**src/rtl/pma_pkg.sv**
```systemverilog
package pma_pkg;
  typedef enum logic [2:0] {
    MODE_ZERO,
    MODE_PRELOAD,
    MODE_ACCUM,
    MODE_NEGACC,
    MODE_NEGCASC
  } mode_e;
endpackage

```
**src/rtl/pma_mode_dec.sv**
```systemverilog
module pma_mode_dec (
  input  logic           neg_i,
  input  logic           ldc_i,
  input  logic           acc_i,
  output pma_pkg::mode_e mode_o
);
  import pma_pkg::*;

  always_comb begin
    if (acc_i && neg_i)             mode_o = MODE_NEGACC;
    else if (acc_i)                 mode_o = MODE_ACCUM;
    else if (neg_i && !ldc_i)       mode_o = MODE_NEGCASC;
    else if (!neg_i && ldc_i)       mode_o = MODE_PRELOAD;
    else                            mode_o = MODE_ZERO;   // includes neg=1, ldc=1
  end
endmodule

```
**src/rtl/pma_in_stage.sv**
```systemverilog
module pma_in_stage #(
  parameter int IN_W  = 32,
  parameter int ACC_W = 64
) (
  input  logic              clk,
  input  logic              rst,
  input  logic              ce_i,
  input  pma_pkg::mode_e    mode_i,
  input  logic [IN_W-1:0]   prod_i,
  input  logic [ACC_W-1:0]  casc_i,
  input  logic [ACC_W-1:0]  round_i,
  input  logic              nocasc_i,
  output pma_pkg::mode_e    mode_q,
  output logic [IN_W-1:0]   prod_q,
  output logic [ACC_W-1:0]  casc_q,
  output logic [ACC_W-1:0]  round_q,
  output logic              nocasc_q
);
  import pma_pkg::*;

  // Data and function bits: gated by the clock enable
  always_ff @(posedge clk) begin
    if (rst) begin
      mode_q  <= MODE_ZERO;
      prod_q  <= '0;
      casc_q  <= '0;
      round_q <= '0;
    end else if (ce_i) begin
      mode_q  <= mode_i;
      prod_q  <= prod_i;
      casc_q  <= casc_i;
      round_q <= round_i;
    end
  end

  // Cascade-disable bit: loads on every clock
  always_ff @(posedge clk) begin
    if (rst) nocasc_q <= 1'b0;
    else     nocasc_q <= nocasc_i;
  end

  assert_nocasc_free_R8: assert property (@(posedge clk) disable iff (rst)
    1'b1 |=> (nocasc_q == $past(nocasc_i)));

  assert_round_onehot_R4: assert property (@(posedge clk) disable iff (rst)
    (ce_i && mode_i == MODE_PRELOAD) |-> $onehot(round_i));

  assert_hold_inputs_R10: assert property (@(posedge clk) disable iff (rst)
    !ce_i |=> ($stable(prod_q) && $stable(casc_q) && $stable(mode_q)));
endmodule

```
**src/rtl/pma_sum_core.sv**
```systemverilog
module pma_sum_core #(
  parameter int IN_W  = 32,
  parameter int ACC_W = 64
) (
  input  logic              clk,
  input  logic              rst,
  input  logic              ce_i,
  input  pma_pkg::mode_e    mode_i,
  input  logic [IN_W-1:0]   prod_i,
  input  logic [ACC_W-1:0]  casc_i,
  input  logic [ACC_W-1:0]  round_i,
  input  logic              nocasc_i,
  output logic [ACC_W-1:0]  acc_q
);
  import pma_pkg::*;

  localparam int EXT_W = ACC_W - IN_W;

  logic [ACC_W-1:0] prod_ext;
  logic [ACC_W-1:0] addend;
  logic [ACC_W-1:0] base;
  logic [ACC_W-1:0] sum;
  logic             negate;

  generate
    if (EXT_W > 0) begin : g_ext
      assign prod_ext = {{EXT_W{prod_i[IN_W-1]}}, prod_i};
    end else begin : g_trunc
      assign prod_ext = prod_i[ACC_W-1:0];
    end
  endgenerate

  assign negate = (mode_i == MODE_NEGACC) || (mode_i == MODE_NEGCASC);
  assign addend = negate ? (~prod_ext + 1'b1) : prod_ext;

  always_comb begin
    unique case (mode_i)
      MODE_PRELOAD:             base = round_i;
      MODE_ACCUM, MODE_NEGACC:  base = acc_q;
      MODE_NEGCASC:             base = nocasc_i ? '0 : casc_i;
      default:                  base = '0;
    endcase
  end

  assign sum = base + addend;   // wraps modulo 2^ACC_W

  always_ff @(posedge clk) begin
    if (rst)       acc_q <= '0;
    else if (ce_i) acc_q <= sum;
  end

  logic rst_d;
  always_ff @(posedge clk) begin
    rst_d <= rst;
    if (rst_d) begin
      assert_reset_clear_R1: assert (acc_q == '0)
        else $error("result not cleared by reset");
    end
  end

  assert_hold_result_R10: assert property (@(posedge clk) disable iff (rst)
    !ce_i |=> $stable(acc_q));

  assert_accum_R5: assert property (@(posedge clk) disable iff (rst)
    (ce_i && mode_i == MODE_ACCUM) |=> (acc_q == $past(acc_q) + $past(prod_ext)));

  assert_negacc_R6: assert property (@(posedge clk) disable iff (rst)
    (ce_i && mode_i == MODE_NEGACC) |=> (acc_q == $past(acc_q) - $past(prod_ext)));
endmodule

```
**src/rtl/pma_top.sv**
```systemverilog
module pma_top #(
  parameter int IN_W  = 32,
  parameter int ACC_W = 64
) (
  input  logic              clk,
  input  logic              rst,
  input  logic              ce_i,
  input  logic              neg_i,
  input  logic              ldc_i,
  input  logic              acc_i,
  input  logic              nocasc_i,
  input  logic [IN_W-1:0]   prod_i,
  input  logic [ACC_W-1:0]  cascade_i,
  input  logic [ACC_W-1:0]  round_i,
  output logic [ACC_W-1:0]  result_o,
  output logic [ACC_W-1:0]  cascade_o
);
  import pma_pkg::*;

  mode_e            mode_raw;
  mode_e            mode_q;
  logic [IN_W-1:0]  prod_q;
  logic [ACC_W-1:0] casc_q;
  logic [ACC_W-1:0] round_q;
  logic             nocasc_q;
  logic [ACC_W-1:0] acc_q;

  pma_mode_dec u_dec (
    .neg_i  (neg_i),
    .ldc_i  (ldc_i),
    .acc_i  (acc_i),
    .mode_o (mode_raw)
  );

  pma_in_stage #(.IN_W(IN_W), .ACC_W(ACC_W)) u_in (
    .clk      (clk),
    .rst      (rst),
    .ce_i     (ce_i),
    .mode_i   (mode_raw),
    .prod_i   (prod_i),
    .casc_i   (cascade_i),
    .round_i  (round_i),
    .nocasc_i (nocasc_i),
    .mode_q   (mode_q),
    .prod_q   (prod_q),
    .casc_q   (casc_q),
    .round_q  (round_q),
    .nocasc_q (nocasc_q)
  );

  pma_sum_core #(.IN_W(IN_W), .ACC_W(ACC_W)) u_core (
    .clk      (clk),
    .rst      (rst),
    .ce_i     (ce_i),
    .mode_i   (mode_q),
    .prod_i   (prod_q),
    .casc_i   (casc_q),
    .round_i  (round_q),
    .nocasc_i (nocasc_q),
    .acc_q    (acc_q)
  );

  assign result_o  = acc_q;
  assign cascade_o = acc_q;
endmodule

```
**config.mk**
```make
export PLATFORM = sky130hd
export DESIGN_NAME = pma_top
export DESIGN_NICKNAME = d
export VERILOG_FILES = /design/src/rtl/pma_pkg.sv /design/src/rtl/pma_mode_dec.sv /design/src/rtl/pma_in_stage.sv /design/src/rtl/pma_sum_core.sv /design/src/rtl/pma_top.sv
export SDC_FILE = /design/constraint.sdc
export NUM_CORES = 1
export LEC_CHECK = 0
export ABC_CLOCK_PERIOD_IN_PS = 8500
export BUFFER_PORTS_ARGS = -buffer_cell sky130_fd_sc_hd__buf_2
export CAP_MARGIN = 5
export CORE_ASPECT_RATIO = 0.8
export CORE_MARGIN = 2
export CORE_UTILIZATION = 35
export CTS_CLUSTER_DIAMETER = 80
export DETAILED_ROUTE_END_ITERATION = 7
export PLACE_DENSITY = 0.6
export REMOVE_ABC_BUFFERS = 1
export SETUP_SLACK_MARGIN = 0.05
export SYNTH_ARGS = -nofsm -noshare
export SYNTH_HDL_FRONTEND = slang
export SYNTH_HIERARCHICAL = 1
export SYNTH_SLANG_ARGS = --single-unit
```
**constraint.sdc**
```tcl
create_clock -name clk -period 8.5 [get_ports clk]
set_clock_uncertainty 0.05 [all_clocks]
set_input_delay 1.275 -clock clk [delete_from_list [all_inputs] [get_ports clk]]
set_output_delay 1.275 -clock clk [all_outputs]
set_load 0.02 [all_outputs]
```
==> results.cfg <==
[route]
drc = 3
viasPerCell = 5.29
wire_per_inst_um = 18.1
wirelength_um = 44000
route.vias.total = 12822
first_pass_iters = 8
ant_nets = 0
drt_iter0_drc = 1187

[yosys]
syn_avg_cell_area_um2 = 8.34
synth_edf_count = 0
async_reset_ff_share_pct = 0
synth_area_mm2 = 0.0141
synth-seq-cells = 228
synth_cells = 1693
yosysWarnings = 6
synth_cell_type_count = 73
synthFlopType = dfxtp_1
yosysSeqAreaShare_pct = 32.3

[grt]
grt_pass1_wl_um = 67600
track_usage_pct = 20.0
grt_max_degree = 87
grt_pass1_vias = 11916
antenna_found_initial = 4
overflow = 0

[power_and_ir_drop]
p_leak_nw = 8.40
power_density_mw_per_mm2 = 182
switching_share_pct = 28.6
clkPwrFrac_pct = 42.9
pwr-share-seq_pct = 39.8
vdd_drop_max_mv = 0.136
p_int_mw = 2.14
p_comb_share_pct = 17.3
switchingPower_mw = 0.858

[timing]
layout_min_cycle_time_ns = 5.92
max_freq_ghz = 0.169
slew_headroom_pct = 33.9
fin_crit_sh_pct = 69.7
final_hold_viol_count = 0
rsz0062_at_grt = false
tightest_slew_ns = 0.991
setup_viol_count_final = 0
setup_ws_ns = 2.58
slew_violations = 0

[cts]
cts_buffers = 27
clock_path_buffers = 3
hold_buffers = 0
clock_sinks = 228
cts_resized = 0
post_cts_buffers = 0
cts_root_buffer = clkbuf_16
tritoncts = built
htree_num_levels = 1
clkSlewWorstSetupHoldPaths_ns = 0.06
insertion_delay_ns = 0.55

[setup_path]
cp_max_fo = 16
cp_slowest_cell = nand3_1
path_delay_family = simple AND/OR/NAND/NOR gates
crit_path_max_incr_delay_ns = 0.67
cp_num_buf_inv = 0
crit_chain = or4_1 > nor3_1 > and2_1 > nand2_1 > nor3_1 > nand2_1 > nand3_1 > nand2_1 > ha_1 > nand4_1 > nor4_1 > nand4_1 > o22ai_1 > nor3_1 > a22oi_1 > a21oi_1 > nor4b_1 > a211o_1
cp-start-kind = flop
worstPathArrival_ns = 6.36
required_ns = 8.94
crit_type = reg2reg
end_kind = flop

[outcome]
status = complete, but fails checks
violations = DRC

[floorplan]
dieWidth_um = 229
die_h_um = 184
pin_count = 295
core-area_mm2 = 0.0396
fp-row-count = 65
die-area_mm2 = 0.0420
initial_utilization_pct = 35.7

[final_layout]
n_fill_cell = 4047
utilization_pct = 41.5
fin_nets = 2099
final_cell_mix = buf_2 (292), nor2_1 (252), dfxtp_1 (228), mux2i_1 (194), nand2_1 (128)
final_common_cell = buf_2
area_growth_syn_to_layout_pct = 16.4
final_layout_size_suffix_gt1_share_pct = 20.2

[placed_design]
hpwlAfterDp_um = 32800
io_buffers = 294
pre_cts_slack_ns = 2.75
place_congestion = 0.917

[min_path]
hold_path.class = reg2reg

[flow_run]
cap_violations = 0
==> per-stage QoR <==
| stage | hold slack (ns) | setup TNS, ns | cells | area (um^2) | power (mW) |
|---|---|---|---|---|---|
| 2_1_floorplan | 0.410 | -0.0513 | 1528 | 13100 | 1.52 |
| 3_3_place_gp | 0.423 | 0 | 2373 | 15400 | 1.73 |
| 3_5_place_dp | 0.432 | 0 | 2373 | 15400 | 1.73 |
| 4_1_cts | 0.446 | 0 | 2422 | 16400 | 3.04 |
| 5_1_grt | 0.466 | 0 | 2424 | 16400 | 3.13 |
| 6_report | 0.445 | 0 | 2425 | 16400 | 3.00 |
==> final timing paths <==
kind | from | end | slack [ns] | cells after the start
worst min register to register | u_in/round_q[13] | u_in/round_q[13] | 0.45 | 2
worst max-delay path | u_in/prod_q[5] | u_core/acc_q[56] | 2.58 | 18
worst max register to register | u_in/prod_q[5] | u_core/acc_q[56] | 2.58 | 18
worst min-delay path | u_in/round_q[13] | u_in/round_q[13] | 0.45 | 2
==> cells in the mapped netlist, types with 40 or more instances <==
cell | instances | area [um^2]
xor2_1 | 40 | 350
nor2_1 | 253 | 950
clkbuf_1 | 59 | 221
ha_1 | 65 | 813
mux2i_1 | 194 | 1940
a21oi_1 | 97 | 485
a222oi_1 | 65 | 651
o21ai_0 | 58 | 290
xnor2_1 | 41 | 359
buf_4 | 74 | 556
nand2_1 | 128 | 480
dfxtp_1 | 228 | 4560
inv_1 | 90 | 338
==> sequential cells by signal, indices dropped and copies added (netlist names) <==
register / cells
u_in/mode_q: 3
u_core/acc_q: 64
u_in/casc_q: 64
u_in/round_q: 64
u_in/nocasc_q: 1
u_in/prod_q: 32
==> logic make-up (layout without fill, tap and decap cells) <==
group	Yosys count	after routing	synth area share, %
other	0	3	0
xor gates and xnor gates	81	81	5.02
and+or+nand+nor	508	508	15.8
muxes	196	196	13.9
AOI/OAI and AO/OA	359	359	17.8
adders and majority gates	66	66	5.90
buffers and inverters	255	448	9.30
DFF	228	228	32.3
==> tightest hold or removal path: cells and delay by family, from the launching register on <==
kind,cells,cell delay [ns]
multiplexers,1,0.06
AND/OR/NAND/NOR,1,0.07
flip-flops,1,0.33
==> cell type report <==
type / count / area, um^2 / area share [%]
Sequential cell: 228 / 4560 / 27.8
Clock buffer: 37 / 793 / 4.83
Inverter: 90 / 338 / 2.05
Multi-Input combinational cell: 1210 / 8270 / 50.3
Timing Repair Buffer: 309 / 1600 / 9.73
Tap cell: 536 / 671 / 4.08
Clock inverter: 12 / 198 / 1.20
Antenna cell: 3 / 7.51 / 0.0457
==> metal layers <==
| metal | share of wire (%) | track usage [%] | vias to the layer above | wire length (um) |
|---|---|---|---|---|
| met5 | 0.030 | 0 | - | 13 |
| met4 | 1.5 | 4.26 | 2 | 681 |
| met3 | 5.8 | 3.46 | 40 | 2540 |
| met2 | 43 | 30.4 | 383 | 18900 |
| met1 | 50 | 29.4 | 6111 | 21900 |
| li1 | - | - | 6286 | - |
==> power by group through the flow <==
| stage | Combinational, mW | Clock [mW] | Sequential, mW |
|---|---|---|---|
| floorplan | 0.270 | 0 | 1.25 |
| global placement | 0.512 | 0 | 1.21 |
| detailed placement | 0.516 | 0 | 1.22 |
| CTS | 0.518 | 1.32 | 1.19 |
| global route | 0.570 | 1.36 | 1.20 |
| finish | 0.519 | 1.29 | 1.19 |
(Power assumes the default switching activity.)
